### src/rtl/cjt_pkg.sv
package cjt_pkg;

    typedef enum logic [1:0] {
        LINK_4W    = 2'd0,
        LINK_ACT   = 2'd1,
        LINK_OSCAN = 2'd2
    } link_mode_e;

    typedef enum logic [3:0] {
        PH_NONE     = 4'd0,
        PH_ACT_CODE = 4'd1,
        PH_EXT_CODE = 4'd2,
        PH_CHECK    = 4'd3,
        PH_SPARE    = 4'd4,
        PH_TP_DELAY = 4'd5,
        PH_TP_REV   = 4'd6,
        PH_TP_STATE = 4'd7,
        PH_READY    = 4'd8,
        PH_DELAY    = 4'd9,
        PH_SCAN_FMT = 4'd10
    } act_phase_e;

    typedef enum logic [1:0] {
        SLOT_DIN  = 2'd0,
        SLOT_CTL  = 2'd1,
        SLOT_DOUT = 2'd2
    } pkt_slot_e;

    localparam int ESC_ACT_CNT = 6;
    localparam int ESC_4W_CNT  = 8;
    localparam int SHORT_LEN   = 12;
    localparam int LONG_LEN    = 36;
    localparam int EXT_BIT     = 8;
    localparam int BIT_W       = $clog2(LONG_LEN + 2);

    // last bit number of each field (field ends after this bit)
    localparam int END_ACT   = 4;
    localparam int END_EXT   = 8;
    localparam int END_SPARE = 13;
    localparam int END_TPDEL = 16;
    localparam int END_TPREV = 18;
    localparam int END_TPST  = 23;
    localparam int END_RDY   = 25;
    localparam int END_DLY   = 27;
    localparam int END_FMT   = 32;

    typedef struct packed {
        link_mode_e       mode;
        logic [BIT_W-1:0] bits;
        logic             long_form;
    } act_state_t;

    function automatic act_phase_e phase_of(input logic [BIT_W-1:0] n,
                                            input logic long_form);
        act_phase_e p;
        p = PH_ACT_CODE;
        if (n > BIT_W'(END_ACT)) p = PH_EXT_CODE;
        if (!long_form) begin
            if (n > BIT_W'(END_EXT)) p = PH_CHECK;
        end else begin
            if (n > BIT_W'(END_EXT))   p = PH_SPARE;
            if (n > BIT_W'(END_SPARE)) p = PH_TP_DELAY;
            if (n > BIT_W'(END_TPDEL)) p = PH_TP_REV;
            if (n > BIT_W'(END_TPREV)) p = PH_TP_STATE;
            if (n > BIT_W'(END_TPST))  p = PH_READY;
            if (n > BIT_W'(END_RDY))   p = PH_DELAY;
            if (n > BIT_W'(END_DLY))   p = PH_SCAN_FMT;
            if (n > BIT_W'(END_FMT))   p = PH_CHECK;
        end
        return p;
    endfunction

endpackage

### src/rtl/cjt_escape_counter.sv
module cjt_escape_counter #(
    parameter int ESC_W = 4
) (
    input  logic             clk,
    input  logic             rst,
    input  logic             tck_i,
    input  logic             tmsc_i,
    output logic             tck_rise_o,
    output logic [ESC_W-1:0] esc_cnt_o
);
    localparam logic [ESC_W-1:0] CNT_MAX = '1;

    logic             tck_q;
    logic             tmsc_q;
    logic [ESC_W-1:0] cnt_q;
    logic             toggle;

    assign tck_rise_o = tck_i & ~tck_q;
    assign toggle     = tck_i & tck_q & (tmsc_i != tmsc_q);
    assign esc_cnt_o  = cnt_q;

    always_ff @(posedge clk) begin
        if (rst) begin
            tck_q  <= 1'b0;
            tmsc_q <= 1'b0;
            cnt_q  <= '0;
        end else begin
            tck_q  <= tck_i;
            tmsc_q <= tmsc_i;
            if (tck_rise_o)
                cnt_q <= '0;
            else if (toggle && cnt_q != CNT_MAX)
                cnt_q <= cnt_q + 1'b1;
        end
    end


    sat_hold_chk: assert property (@(posedge clk) disable iff (rst)
        (cnt_q == CNT_MAX && !tck_rise_o) |=> (cnt_q == CNT_MAX));

endmodule

### src/rtl/cjt_act_sequencer.sv
module cjt_act_sequencer
    import cjt_pkg::*;
#(
    parameter int ESC_W = 4
) (
    input  logic             clk,
    input  logic             rst,
    input  logic             tck_rise_i,
    input  logic             tmsc_i,
    input  logic [ESC_W-1:0] esc_cnt_i,
    output link_mode_e       mode_o,
    output act_phase_e       phase_o,
    output logic             tap_rst_o,
    output logic             enter_o,
    output logic             stay_oscan_o
);
    act_state_t cur_q, nxt;
    act_phase_e phase_q;
    logic       tap_rst_q;
    logic       enter;

    always_comb begin
        nxt   = cur_q;
        enter = 1'b0;
        if (tck_rise_i) begin
            if (esc_cnt_i >= ESC_W'(ESC_4W_CNT)) begin
                nxt.mode = LINK_4W;
            end else if (esc_cnt_i == ESC_W'(ESC_ACT_CNT)) begin
                nxt.mode      = LINK_ACT;
                nxt.bits      = '0;
                nxt.long_form = 1'b0;
            end
            if (nxt.mode == LINK_ACT) begin
                nxt.bits = nxt.bits + BIT_W'(1);
                if (nxt.bits == BIT_W'(EXT_BIT) && !tmsc_i)
                    nxt.long_form = 1'b1;
                if (nxt.bits > (nxt.long_form ? BIT_W'(LONG_LEN) : BIT_W'(SHORT_LEN))) begin
                    nxt.mode = LINK_OSCAN;
                    enter    = 1'b1;
                end
            end
        end
    end

    always_ff @(posedge clk) begin
        if (rst) begin
            cur_q     <= '{mode: LINK_4W, bits: '0, long_form: 1'b0};
            phase_q   <= PH_NONE;
            tap_rst_q <= 1'b0;
        end else begin
            cur_q     <= nxt;
            phase_q   <= (nxt.mode == LINK_ACT) ? phase_of(nxt.bits, nxt.long_form) : PH_NONE;
            tap_rst_q <= enter;
        end
    end

    assign mode_o       = cur_q.mode;
    assign phase_o      = phase_q;
    assign tap_rst_o    = tap_rst_q;
    assign enter_o      = enter;
    assign stay_oscan_o = (cur_q.mode == LINK_OSCAN) && (nxt.mode == LINK_OSCAN);


    rst_pulse_chk: assert property (@(posedge clk) disable iff (rst)
        tap_rst_q |-> (cur_q.mode == LINK_OSCAN && $past(cur_q.mode) != LINK_OSCAN));


    esc_quit_chk: assert property (@(posedge clk) disable iff (rst)
        (tck_rise_i && esc_cnt_i >= ESC_W'(ESC_4W_CNT)) |=> (cur_q.mode == LINK_4W));


    mode_on_edge_chk: assert property (@(posedge clk) disable iff (rst)
        (cur_q.mode != $past(cur_q.mode)) |-> $past(tck_rise_i));

endmodule

### src/rtl/cjt_slot_tracker.sv
module cjt_slot_tracker
    import cjt_pkg::*;
(
    input  logic      clk,
    input  logic      rst,
    input  logic      tck_rise_i,
    input  logic      enter_i,
    input  logic      stay_oscan_i,
    output pkt_slot_e slot_o
);
    pkt_slot_e slot_q;

    always_ff @(posedge clk) begin
        if (rst) begin
            slot_q <= SLOT_DIN;
        end else if (enter_i) begin
            slot_q <= SLOT_CTL;
        end else if (tck_rise_i && stay_oscan_i) begin
            case (slot_q)
                SLOT_DIN:  slot_q <= SLOT_CTL;
                SLOT_CTL:  slot_q <= SLOT_DOUT;
                default:   slot_q <= SLOT_DIN;
            endcase
        end
    end

    assign slot_o = slot_q;


    slot_on_edge_chk: assert property (@(posedge clk) disable iff (rst)
        (slot_q != $past(slot_q)) |-> $past(tck_rise_i));

endmodule

### src/rtl/cjt_link_tracker.sv
module cjt_link_tracker
    import cjt_pkg::*;
#(
    parameter int ESC_W = 4
) (
    input  logic       clk,
    input  logic       rst,
    input  logic       tck_i,
    input  logic       tmsc_i,
    output logic [1:0] mode_o,
    output logic [3:0] phase_o,
    output logic [1:0] slot_o,
    output logic       tap_rst_o
);
    logic             tck_rise;
    logic [ESC_W-1:0] esc_cnt;
    link_mode_e       mode;
    act_phase_e       phase;
    pkt_slot_e        slot;
    logic             enter;
    logic             stay_oscan;
    logic             tap_rst;

    cjt_escape_counter #(.ESC_W(ESC_W)) esc_i (
        .clk        (clk),
        .rst        (rst),
        .tck_i      (tck_i),
        .tmsc_i     (tmsc_i),
        .tck_rise_o (tck_rise),
        .esc_cnt_o  (esc_cnt)
    );

    cjt_act_sequencer #(.ESC_W(ESC_W)) seq_i (
        .clk          (clk),
        .rst          (rst),
        .tck_rise_i   (tck_rise),
        .tmsc_i       (tmsc_i),
        .esc_cnt_i    (esc_cnt),
        .mode_o       (mode),
        .phase_o      (phase),
        .tap_rst_o    (tap_rst),
        .enter_o      (enter),
        .stay_oscan_o (stay_oscan)
    );

    cjt_slot_tracker slot_i (
        .clk          (clk),
        .rst          (rst),
        .tck_rise_i   (tck_rise),
        .enter_i      (enter),
        .stay_oscan_i (stay_oscan),
        .slot_o       (slot)
    );

    assign mode_o    = mode;
    assign phase_o   = phase;
    assign slot_o    = slot;
    assign tap_rst_o = tap_rst;

endmodule

### config.mk
export PLATFORM = sky130hd
export DESIGN_NAME = cjt_link_tracker
export DESIGN_NICKNAME = d
export VERILOG_FILES = /design/src/rtl/cjt_pkg.sv /design/src/rtl/cjt_escape_counter.sv /design/src/rtl/cjt_act_sequencer.sv /design/src/rtl/cjt_slot_tracker.sv /design/src/rtl/cjt_link_tracker.sv
export SDC_FILE = /design/constraint.sdc
export NUM_CORES = 1
export LEC_CHECK = 0
export CAP_MARGIN = 20
export CORE_ASPECT_RATIO = 0.8
export CORE_MARGIN = 5
export CORE_UTILIZATION = 40
export DETAILED_ROUTE_END_ITERATION = 7
export GPL_TIMING_DRIVEN = 0
export PLACE_DENSITY_LB_ADDON = 0.15
export SLEW_MARGIN = 20
export SYNTH_ARGS = -nofsm -noshare
export SYNTH_HDL_FRONTEND = slang
export SYNTH_SLANG_ARGS = --single-unit
### constraint.sdc
create_clock -name clk -period 3 [get_ports clk]
set_input_delay 0.45 -clock clk [delete_from_list [all_inputs] [get_ports clk]]
set_output_delay 0.45 -clock clk [all_outputs]
set_load 0.03 [all_outputs]
==> results of run 1 <==
==> cell usage after synthesis, types with 2 or more instances <==
cell / number / share of area [%]
nor2b_1: 10 / 4.3
nor4_1: 6 / 2.6
o31a_1: 3 / 1.8
buf_4: 2 / 1.0
o32ai_1: 2 / 1.2
ha_1: 6 / 5.2
mux2i_1: 3 / 2.1
nand4_1: 5 / 2.2
nand3_1: 4 / 1.4
nor3_1: 5 / 1.7
dfxtp_1: 22 / 31
xor2_1: 2 / 1.2
a21oi_1: 9 / 3.1
clkbuf_1: 8 / 2.1
xnor2_1: 5 / 3.0
nor2_1: 23 / 6.0
inv_1: 5 / 1.3
o21ai_0: 4 / 1.4
nand2_1: 11 / 2.9
o211ai_1: 3 / 1.6
nand2b_1: 4 / 1.7
==> state kept, by name, summed over array words and instances (netlist names) <==
name and count:
esc_i.esc_cnt_o 4, esc_i.tck_q 1, esc_i.tmsc_q 1, seq_i.cur_q 7, seq_i.mode_o 2, seq_i.phase_o 4, seq_i.tap_rst_o 1, slot_i.slot_o 2
==> critical path, cell delays in order, from the launching register on <==
cell      delay (ns)
dfxtp_4         0.37
inv_4           0.04
ha_4            0.16
nand2_4         0.07
nor2_4          0.04
nor2b_1         0.11
ha_2            0.20
nand2b_4        0.07
nor4_4          0.25
o22ai_2         0.16
inv_2           0.10
ha_4            0.21
a221oi_4        0.25
o21ai_2         0.12
o211ai_1        0.23
mux2_4          0.32
and3b_1         0.15
==> metal layers <==
metal | part of all wire (%) | wire length, um | vias to the layer above
met1 | 51 | 1890 | 661
met4 | 1.3 | 48 | 0
met2 | 45 | 1690 | 20
met5 | 0 | 0 | -
li1 | - | - | 681
met3 | 2.8 | 106 | 7
==> power by group <==
group	total, W	switching [W]	leakage (nW)	internal (W)
clock network	0.000217	0.0000999	0.0288	0.000117
registers	0.000294	0.00000165	0.179	0.000293
logic	0.0000247	0.0000149	0.456	0.00000985
==> through the flow <==
stage          setup TNS [ns]  total power, W  cell area, sq um  utilization [%]  setup slack [ns]
4_1_cts                     0        0.000543              1740             50.6           0.00310
3_5_place_dp            -2.57        0.000325              1620             47.0            -0.458
5_1_grt                -0.220        0.000560              1850             53.6            -0.146
3_3_place_gp            -1.97        0.000324              1620             47.0            -0.379
2_1_floorplan               0        0.000314              1450                -           0.00141
6_report                    0        0.000536              1850             53.6            0.0521
==> cells by family (layout without fill, tap and decap cells) <==
family	count (synthesis)	after routing	synth area share, %
AND/OR/NAND/NOR	80	80	29.5
AO/OA/AOI/OAI	38	38	19.4
flip-flops	22	22	30.6
buffers and inverters	17	38	5.56
XOR/XNOR	7	7	4.26
adder cells (fa/ha/maj)	6	6	5.21
multiplexers	6	6	5.47
==> how the worst max path moves through the flow <==
stage,startpoint,to,slack [ns],cells past startpoint
after global placement,esc_i.esc_cnt_o[0],slot_i.slot_o[1],-0.38,16
after floorplan,esc_i.esc_cnt_o[0],slot_i.slot_o[1],0.001,16
after detailed placement,esc_i.esc_cnt_o[0],slot_i.slot_o[1],-0.46,16
after global routing,esc_i.esc_cnt_o[0],slot_i.slot_o[1],-0.15,16
after CTS,seq_i.cur_q[2],slot_i.slot_o[1],0.003,12
final,esc_i.esc_cnt_o[0],slot_i.slot_o[1],0.05,16
==> cell type report <==
type | instances | share of cell area, %
buffer | 9 | 2.71
multi-input combinational | 137 | 56.5
timing repair buffer | 20 | 9.75
clock buffer | 4 | 2.98
tap | 42 | 2.84
sequential | 22 | 24.1
inverter | 5 | 1.15
==> timing repair <==
item / in CTS / in global routing
resized for setup: 9 / 15
pin swaps: 6 / 13
setup buffers: 4 / 4
setup endpoints to repair: 9 / 8
cloned: 0 / 0
==> results.sh, run 1 <==
export IMPL_crit_arrival_ns=3.11
export IMPL_regArea_sq_um=445
export IMPL_antenna_found_initial=0
export IMPL_tightest_slew_ns=0.755
export IMPL_vdd_ir_drop_max_mv=0.223
export IMPL_multi_input_area_sq_um=1040
export IMPL_final_cell_mix="nor2_1, dfxtp_1, clkdlybuf4s50_1"
export IMPL_grt_pass1_wl_um=6450
export IMPL_grt_use_total_pct=15.6
export IMPL_finalWirelength_um=3740
export IMPL_die_area_sq_um=4910
export IMPL_worst_hold_startpoint="slot_i.slot_o[0]"
export IMPL_finalClockSkew_ns=0.00231
export IMPL_p_leak_nw=0.664
export IMPL_synthCells=176
export IMPL_fin_crit_ns=2.95
export IMPL_postCtsHoldBufs=0
export IMPL_setup_viol=0
export IMPL_synth_edf_count=0
export IMPL_drtAntennaViolNets=0
export IMPL_async_flop_share_pct=0
export IMPL_grtUsageMet3_pct=2.28
export IMPL_cts_root_buffer_cell="clkbuf_8"
export IMPL_reg2reg_slack_ns=0.05
export IMPL_vias=1369
export IMPL_seq_area_frac_synth_pct=30.6
export IMPL_grt_util_met2_pct=23.7
export IMPL_clk_path_buf_depth=2
export IMPL_synth_distinct_cells=55
export IMPL_htree_levels=1
export IMPL_relSlewSlack_pct=49.7
export IMPL_status="finished, final reports clean"
export IMPL_clkLatencyLatePin_ns=0.26
export IMPL_end_kind="register"
export IMPL_drv_cap=0
export IMPL_route_detailed_drc=0
export IMPL_overflow=0
export IMPL_wl_per_cell_um=15.7
export IMPL_top_usage_layer="met2"
export IMPL_drt_pass1_iter_count=4
export IMPL_drtIter0Drc=57
export IMPL_timing_rr_start="esc_i.esc_cnt_o[0]"
export IMPL_clkTransAtPathRegs_ns=0.08
export IMPL_pin_count=13
export IMPL_grt_start_max_net_pins=13
export IMPL_die_w_um=77.1
export IMPL_cp_start_kind="register"
export IMPL_critical_path_class="register to register"
export IMPL_r2r_end="slot_i.slot_o[1]"
export IMPL_core_sq_um=3450
export IMPL_hold_viol=0
export IMPL_antenna_cells=0
export IMPL_mostFrequentLayoutCell="nor2_1"
export IMPL_ys_flop_type="dfxtp_1"
export IMPL_place_gp_congestion=0.890
export IMPL_io_buffers=12
export IMPL_nFillCells=326
export IMPL_rows=19
export IMPL_rsz0062_at_grt="yes"
export IMPL_clock_sinks=22
export IMPL_grt_pass1_vias=1369
export IMPL_slew_viol_final=0
export IMPL_fin_cells=239
export IMPL_initial_core_util_pct=41.8
export IMPL_min_path_type="register to register"
export IMPL_layout_drive_gt1_share_pct=21.3
export IMPL_critPathMaxFanout=3
export IMPL_min_to="slot_i.slot_o[0]"
export IMPL_cts_buffers=3
export IMPL_dieHeight_um=63.7
export IMPL_dp_hpwl_um=2690
export IMPL_clock_fmax_mhz=339
export IMPL_worstHoldPathCells=2
export IMPL_p_per_area_nw_per_um2=290
export IMPL_cts_tree="yes"
export IMPL_timing_hold_ws_ns=0.544
export IMPL_required_ns=3.16
export IMPL_vias_per_cell=5.73
export IMPL_r2r_cells=16
export IMPL_yosysWarnings=0
export IMPL_area_growth_pct=28.3
export IMPL_syn_area_sq_um=1440
export IMPL_syn_nets=186
export IMPL_post_route_period_util_pct=98.3
export IMPL_nets=208
export IMPL_dp_cells=230
export IMPL_syn_area_per_cell_sq_um=8.18
export IMPL_met1_usage_pct=22.9
export IMPL_ys_ff_latch=22
Power figures use the tool's default switching activity.
==> inputs of run 2 (changes only) <==
CELL_PAD_IN_SITES_DETAIL_PLACEMENT = 0   (was unset)
CELL_PAD_IN_SITES_GLOBAL_PLACEMENT = 1   (was unset)
CORE_UTILIZATION = 38   (was 40)
==> run 2 against run 1 <==
Compared with the run above:
- the flow now finishes with violations (setup timing)
- worst setup slack worse by 0.091 ns
- clock-buffer cell count unchanged
- non-clock buffer count unchanged
- clock power about the same
- combinational power about the same
- hold slack about the same
- wire length up 0.56%
- design area down 1.5%
- register-to-register slack worse by 0.09 ns
- die area up 4.5%
- critical endpoint unchanged
- largest power group unchanged
==> results.sh, run 2 (synthesis gave the netlist of run 1 again) <==
export IMPL_status="finished, violations left"
export IMPL_violations="setup timing"
export IMPL_dieHeight_um=65.1
export IMPL_critPathLaunch="esc_i.esc_cnt_o[0]"
export IMPL_crit_arrival_ns=3.20
export IMPL_p_per_area_nw_per_um2=296
export IMPL_pin_count=13
export IMPL_clock_fmax_mhz=329
export IMPL_area_growth_pct=26.4
export IMPL_place_gp_congestion=0.837
export IMPL_htree_levels=1
export IMPL_tightest_slew_ns=0.782
export IMPL_mostFrequentLayoutCell="nor2_1"
export IMPL_post_route_period_util_pct=101
export IMPL_critical_path_class="register to register"
export IMPL_cp_start_kind="register"
export IMPL_min_path_type="register to register"
export IMPL_wl_per_cell_um=15.6
export IMPL_hold_viol=0
export IMPL_critPathMaxFanout=4
export IMPL_cp_slowest_cell="or3_1"
export IMPL_grt_util_met2_pct=24.6
export IMPL_antenna_found_initial=0
export IMPL_max_flop_register="seq_i.cur_q"
export IMPL_die_area_sq_um=5130
export IMPL_vias_per_cell=5.68
export IMPL_route_detailed_drc=0
export IMPL_layout_drive_gt1_share_pct=19.8
export IMPL_timing_hold_ws_ns=0.544
export IMPL_slew_viol_final=0
export IMPL_largest_reg_flops=7
export IMPL_critPathTopFamily="simple AND/OR/NAND/NOR gates"
export IMPL_relSlewSlack_pct=47.9
export IMPL_grt_pass1_vias=1326
export IMPL_cts_tree="yes"
export IMPL_grt_use_total_pct=15.4
export IMPL_drv_cap=0
export IMPL_antenna_cells=0
export IMPL_cts_buffers=3
export IMPL_cts_root_buffer_cell="clkbuf_8"
export IMPL_vias=1368
export IMPL_vdd_ir_drop_max_mv=0.206
export IMPL_finalClockSkew_ns=0.00749
export IMPL_clk_path_buf_depth=2
export IMPL_p_leak_nw=0.653
export IMPL_grt_start_max_net_pins=13
export IMPL_finalInstanceArea_sq_um=1820
export IMPL_setup_viol=1
export IMPL_place_ws_ns=-0.419
export IMPL_end_kind="register"
export IMPL_crit_chain="inv_2 > ha_4 > nand2_4 > nor2_4 > nor2b_1 > ha_2 > nand2b_4 > nor4_4 > o22ai_2 > ha_1 > nand3b_1 > o21ai_2 > o211ai_1 > or3_1 > and3b_1"
export IMPL_fin_cells=241
export IMPL_cp_slowest_stage_delay_ns=0.42
export IMPL_io_buffers=12
export IMPL_required_ns=3.16
export IMPL_final_cell_mix="nor2_1, dfxtp_1, clkdlybuf4s50_1"
export IMPL_grt_pass1_wl_um=6310
export IMPL_clock_sinks=22
export IMPL_finalWirelength_um=3760
export IMPL_met1_usage_pct=21.6
export IMPL_drtAntennaViolNets=0
export IMPL_post_route_util_pct=48.8
export IMPL_clkLatencyLatePin_ns=0.27
export IMPL_core_sq_um=3730
export IMPL_place_area_sq_um=1620
export IMPL_drtIter0Drc=77
export IMPL_drt_pass1_iter_count=4
export IMPL_die_w_um=78.8
export IMPL_layout_setup_ws_ns=-0.0387
export IMPL_initial_core_util_pct=38.6
export IMPL_dp_hpwl_um=2710
export IMPL_rsz0062_at_grt="yes"
export IMPL_critPathBufInv=1
export IMPL_dp_cells=232
export IMPL_fin_crit_ns=3.04
export IMPL_overflow=0
export IMPL_grtUsageMet3_pct=3.75
export IMPL_nets=208
export IMPL_postCtsHoldBufs=0
export IMPL_clkTransAtPathRegs_ns=0.08
export IMPL_worst_hold_startpoint="slot_i.slot_o[0]"
export IMPL_top_usage_layer="met2"
export IMPL_rows=20
export IMPL_timing_rr_start="esc_i.esc_cnt_o[0]"
==> run 2: cell types whose count changed in the layout (fill, tap and decap cells not counted), sizes merged <==
cell | previous run | this run
clkbuf | 9 | 10
buf | 12 | 11
==> run 2: what timing repair did <==
action	in CTS	in global routing
endpoints found under the hold margin	0	0
pin swaps	6	12
buffers inserted	3	4
setup endpoints to repair	9	8
gates resized for setup	8	11
==> run 2: path summary, 6_finish.rpt <==
kind / to / slack, ns / depth (start not counted)
worst max-delay path: slot_i.slot_o[1] / -0.04 / 15
worst min-delay path: slot_i.slot_o[0] / 0.54 / 2
worst max register to register: slot_i.slot_o[1] / -0.04 / 15
worst min register to register: slot_i.slot_o[0] / 0.54 / 2
==> run 2: final cells by class <==
type                    instances  area, sq um
repair buffers                 19          173
well taps                      44         55.1
plain buffers                  10         53.8
multi-input cells             137         1020
fillers                       372         1910
inverters                       5         18.8
flip-flops and latches         22          443
clock buffers                   4         55.1
==> run 2: worst reg2reg max path: stages (launching register included) <==
cell	delay (ns)
dfxtp_2	0.37
inv_2	0.06
ha_4	0.16
nand2_4	0.07
nor2_4	0.05
nor2b_1	0.12
ha_2	0.21
nand2b_4	0.07
nor4_4	0.28
o22ai_2	0.14
ha_1	0.33
nand3b_1	0.10
o21ai_2	0.18
o211ai_1	0.19
or3_1	0.42
and3b_1	0.19
==> run 2: metrics by stage <==
step                      total power (W)  TNS (ns)
after floorplan                  0.000314         0
after global placement           0.000325     -2.02
after detailed placement         0.000325     -2.43
after CTS                        0.000545         0
after global routing             0.000561    -0.699
final                            0.000538   -0.0387
==> run 2: where the power goes <==
group / leakage, nW / internal [W] / switching (W)
logic: 0.446 / 0.00000928 / 0.0000153
clock network: 0.0288 / 0.000117 / 0.000101
registers: 0.179 / 0.000294 / 0.00000161
==> run 2: per-layer routing <==
layer	routed length (um)	vias to the layer above	part of all wire (%)
met5	0	-	0
met4	21	0	0.56
met3	106	5	2.8
met2	1650	23	44
met1	1980	658	53
li1	-	682	-
==> inputs of run 3 (changes only) <==
ABC_CLOCK_PERIOD_IN_PS = 3000   (was unset)
GPL_ROUTABILITY_DRIVEN = 0   (was unset)
SETUP_SLACK_MARGIN = 0.02   (was unset)
==> run 3 against run 2 <==
Compared with the run above:
- the flow now finishes without violations
- clock skew fell by 0.0044 ns
- sequential share of layout area is 0.31 points lower
- worst setup slack improved by 0.090 ns
- sequential cell count is the same
- cell count is the same
- utilization is 0.64 points higher
- total power shrank 0.16%
- clock power about the same
- critical path depth down 4
- wire length is 3.1% higher
- sequential power barely moved
- largest cell class unchanged
==> results.sh, run 3 (synthesis gave the netlist of run 1 again) <==
export IMPL_p_per_area_nw_per_um2=291
export IMPL_drtIter0Drc=115
export IMPL_layout_setup_ws_ns=0.0511
export IMPL_critPathMaxFanout=10
export IMPL_die_area_sq_um=5130
export IMPL_cts_buffers=3
export IMPL_grt_util_met2_pct=24.4
export IMPL_dp_hpwl_um=2780
export IMPL_io_buffers=12
export IMPL_grtUsageMet3_pct=3.61
export IMPL_cp_start_kind="register"
export IMPL_overflow=0
export IMPL_cts_root_buffer_cell="clkbuf_8"
export IMPL_finalClockSkew_ns=0.00310
export IMPL_vdd_ir_drop_max_mv=0.202
export IMPL_finalWirelength_um=3880
export IMPL_place_area_sq_um=1620
export IMPL_regArea_sq_um=443
export IMPL_grt_start_max_net_pins=13
export IMPL_vias_per_cell=5.80
export IMPL_crit_chain="clkbuf_1 > a2bb2oi_1 > nor4_4 > o22ai_2 > inv_2 > ha_4 > a221oi_4 > o21ai_2 > o211ai_1 > or3_4 > and3b_1"
export IMPL_status="finished, final reports clean"
export IMPL_met1_usage_pct=22.6
export IMPL_drv_cap=0
export IMPL_final_cell_mix="nor2_1, dfxtp_1, clkdlybuf4s50_1"
export IMPL_vias=1398
export IMPL_core_sq_um=3730
export IMPL_top_usage_layer="met2"
export IMPL_clock_sinks=22
export IMPL_crit_arrival_ns=3.11
export IMPL_layout_drive_gt1_share_pct=21.8
export IMPL_grt_pass1_vias=1379
export IMPL_nFillCells=354
export IMPL_finalInstanceArea_sq_um=1840
export IMPL_place_ws_ns=-0.387
export IMPL_min_path_type="register to register"
export IMPL_slew_viol_final=0
export IMPL_setup_viol=0
export IMPL_critical_path_class="register to register"
export IMPL_antenna_cells=0
export IMPL_mostFrequentLayoutCell="nor2_1"
export IMPL_clkLatencyLatePin_ns=0.26
export IMPL_pin_count=13
export IMPL_max_flop_register="seq_i.cur_q"
export IMPL_finalSetupTns_ns=0
export IMPL_cp_slowest_cell="clkbuf_1"
export IMPL_grt_pass1_wl_um=6470
export IMPL_drt_pass1_iter_count=4
export IMPL_initial_core_util_pct=38.6
export IMPL_required_ns=3.17
export IMPL_p_leak_nw=0.661
export IMPL_cts_tree="yes"
export IMPL_grt_use_total_pct=15.9
export IMPL_area_growth_pct=28.1
export IMPL_drtAntennaViolNets=0
export IMPL_hold_viol=0
export IMPL_die_w_um=78.8
export IMPL_largest_reg_flops=7
export IMPL_dieHeight_um=65.1
export IMPL_fin_crit_ns=2.95
export IMPL_multi_input_area_sq_um=1040
export IMPL_antenna_found_initial=0
export IMPL_clock_fmax_mhz=339
export IMPL_rows=20
export IMPL_clk_path_buf_depth=2
export IMPL_tightest_slew_ns=0.837
export IMPL_rsz0062_at_grt="yes"
export IMPL_relSlewSlack_pct=44.2
export IMPL_cp_slowest_stage_delay_ns=0.44
export IMPL_htree_levels=1
export IMPL_end_kind="register"
export IMPL_nets=208
export IMPL_post_route_period_util_pct=98.3
export IMPL_route_detailed_drc=0
export IMPL_postCtsHoldBufs=0
export IMPL_wl_per_cell_um=16.1
export IMPL_clkTransAtPathRegs_ns=0.08
export IMPL_post_route_util_pct=49.5
run 3: worst paths after layout:
path	startpoint	to	slack, ns	cells past startpoint
max reg2reg	seq_i.cur_q[4]	slot_i.slot_o[1]	0.05	11
min	slot_i.slot_o[0]	slot_i.slot_o[0]	0.54	2
max	seq_i.cur_q[4]	slot_i.slot_o[1]	0.05	11
min reg2reg	slot_i.slot_o[0]	slot_i.slot_o[0]	0.54	2
run 3: metrics by stage:
stage          std cells  hold WS [ns]  total power, W
5_1_grt              241         0.569        0.000561
3_3_place_gp         232         0.506        0.000325
2_1_floorplan        176         0.491        0.000314
6_report             241         0.544        0.000537
3_5_place_dp         232         0.518        0.000325
4_1_cts              238         0.537        0.000550
run 3: per-layer routing:
| metal | up-vias | part of all wire [%] |
|---|---|---|
| met4 | 0 | 0.59 |
| met1 | 680 | 52 |
| met5 | - | 0 |
| met2 | 30 | 43 |
| met3 | 4 | 4.5 |
| li1 | 684 | - |
run 3: layout make-up:
type / instances / area share (%)
flip-flops and latches: 22 / 24.0
well taps: 44 / 2.99
plain buffers: 9 / 2.71
multi-input cells: 137 / 56.5
repair buffers: 20 / 9.77
clock buffers: 4 / 2.99
inverters: 5 / 1.02
run 3: power breakdown:
part	leakage (nW)	internal [W]	switching, W
logic	0.454	0.00000944	0.0000153
clock network	0.0288	0.000117	0.000100
registers	0.179	0.000294	0.00000150
total	0.661	0.000420	0.000117
run 3: worst max-delay path: cells and delay by family (launching register included):
| family | cells | cell delay (ns) |
|---|---|---|
| AO/OA/AOI/OAI | 5 | 1.08 |
| adder cells (fa/ha/maj) | 1 | 0.28 |
| buffers and inverters | 2 | 0.51 |
| flip-flops | 1 | 0.33 |
| AND/OR/NAND/NOR | 3 | 0.65 |
run 3: repair_timing:
action                                  CTS  global route
pin swaps                                 6             9
setup buffers                             4             4
gates resized for setup                   9            13
endpoints found under the setup margin    9             8
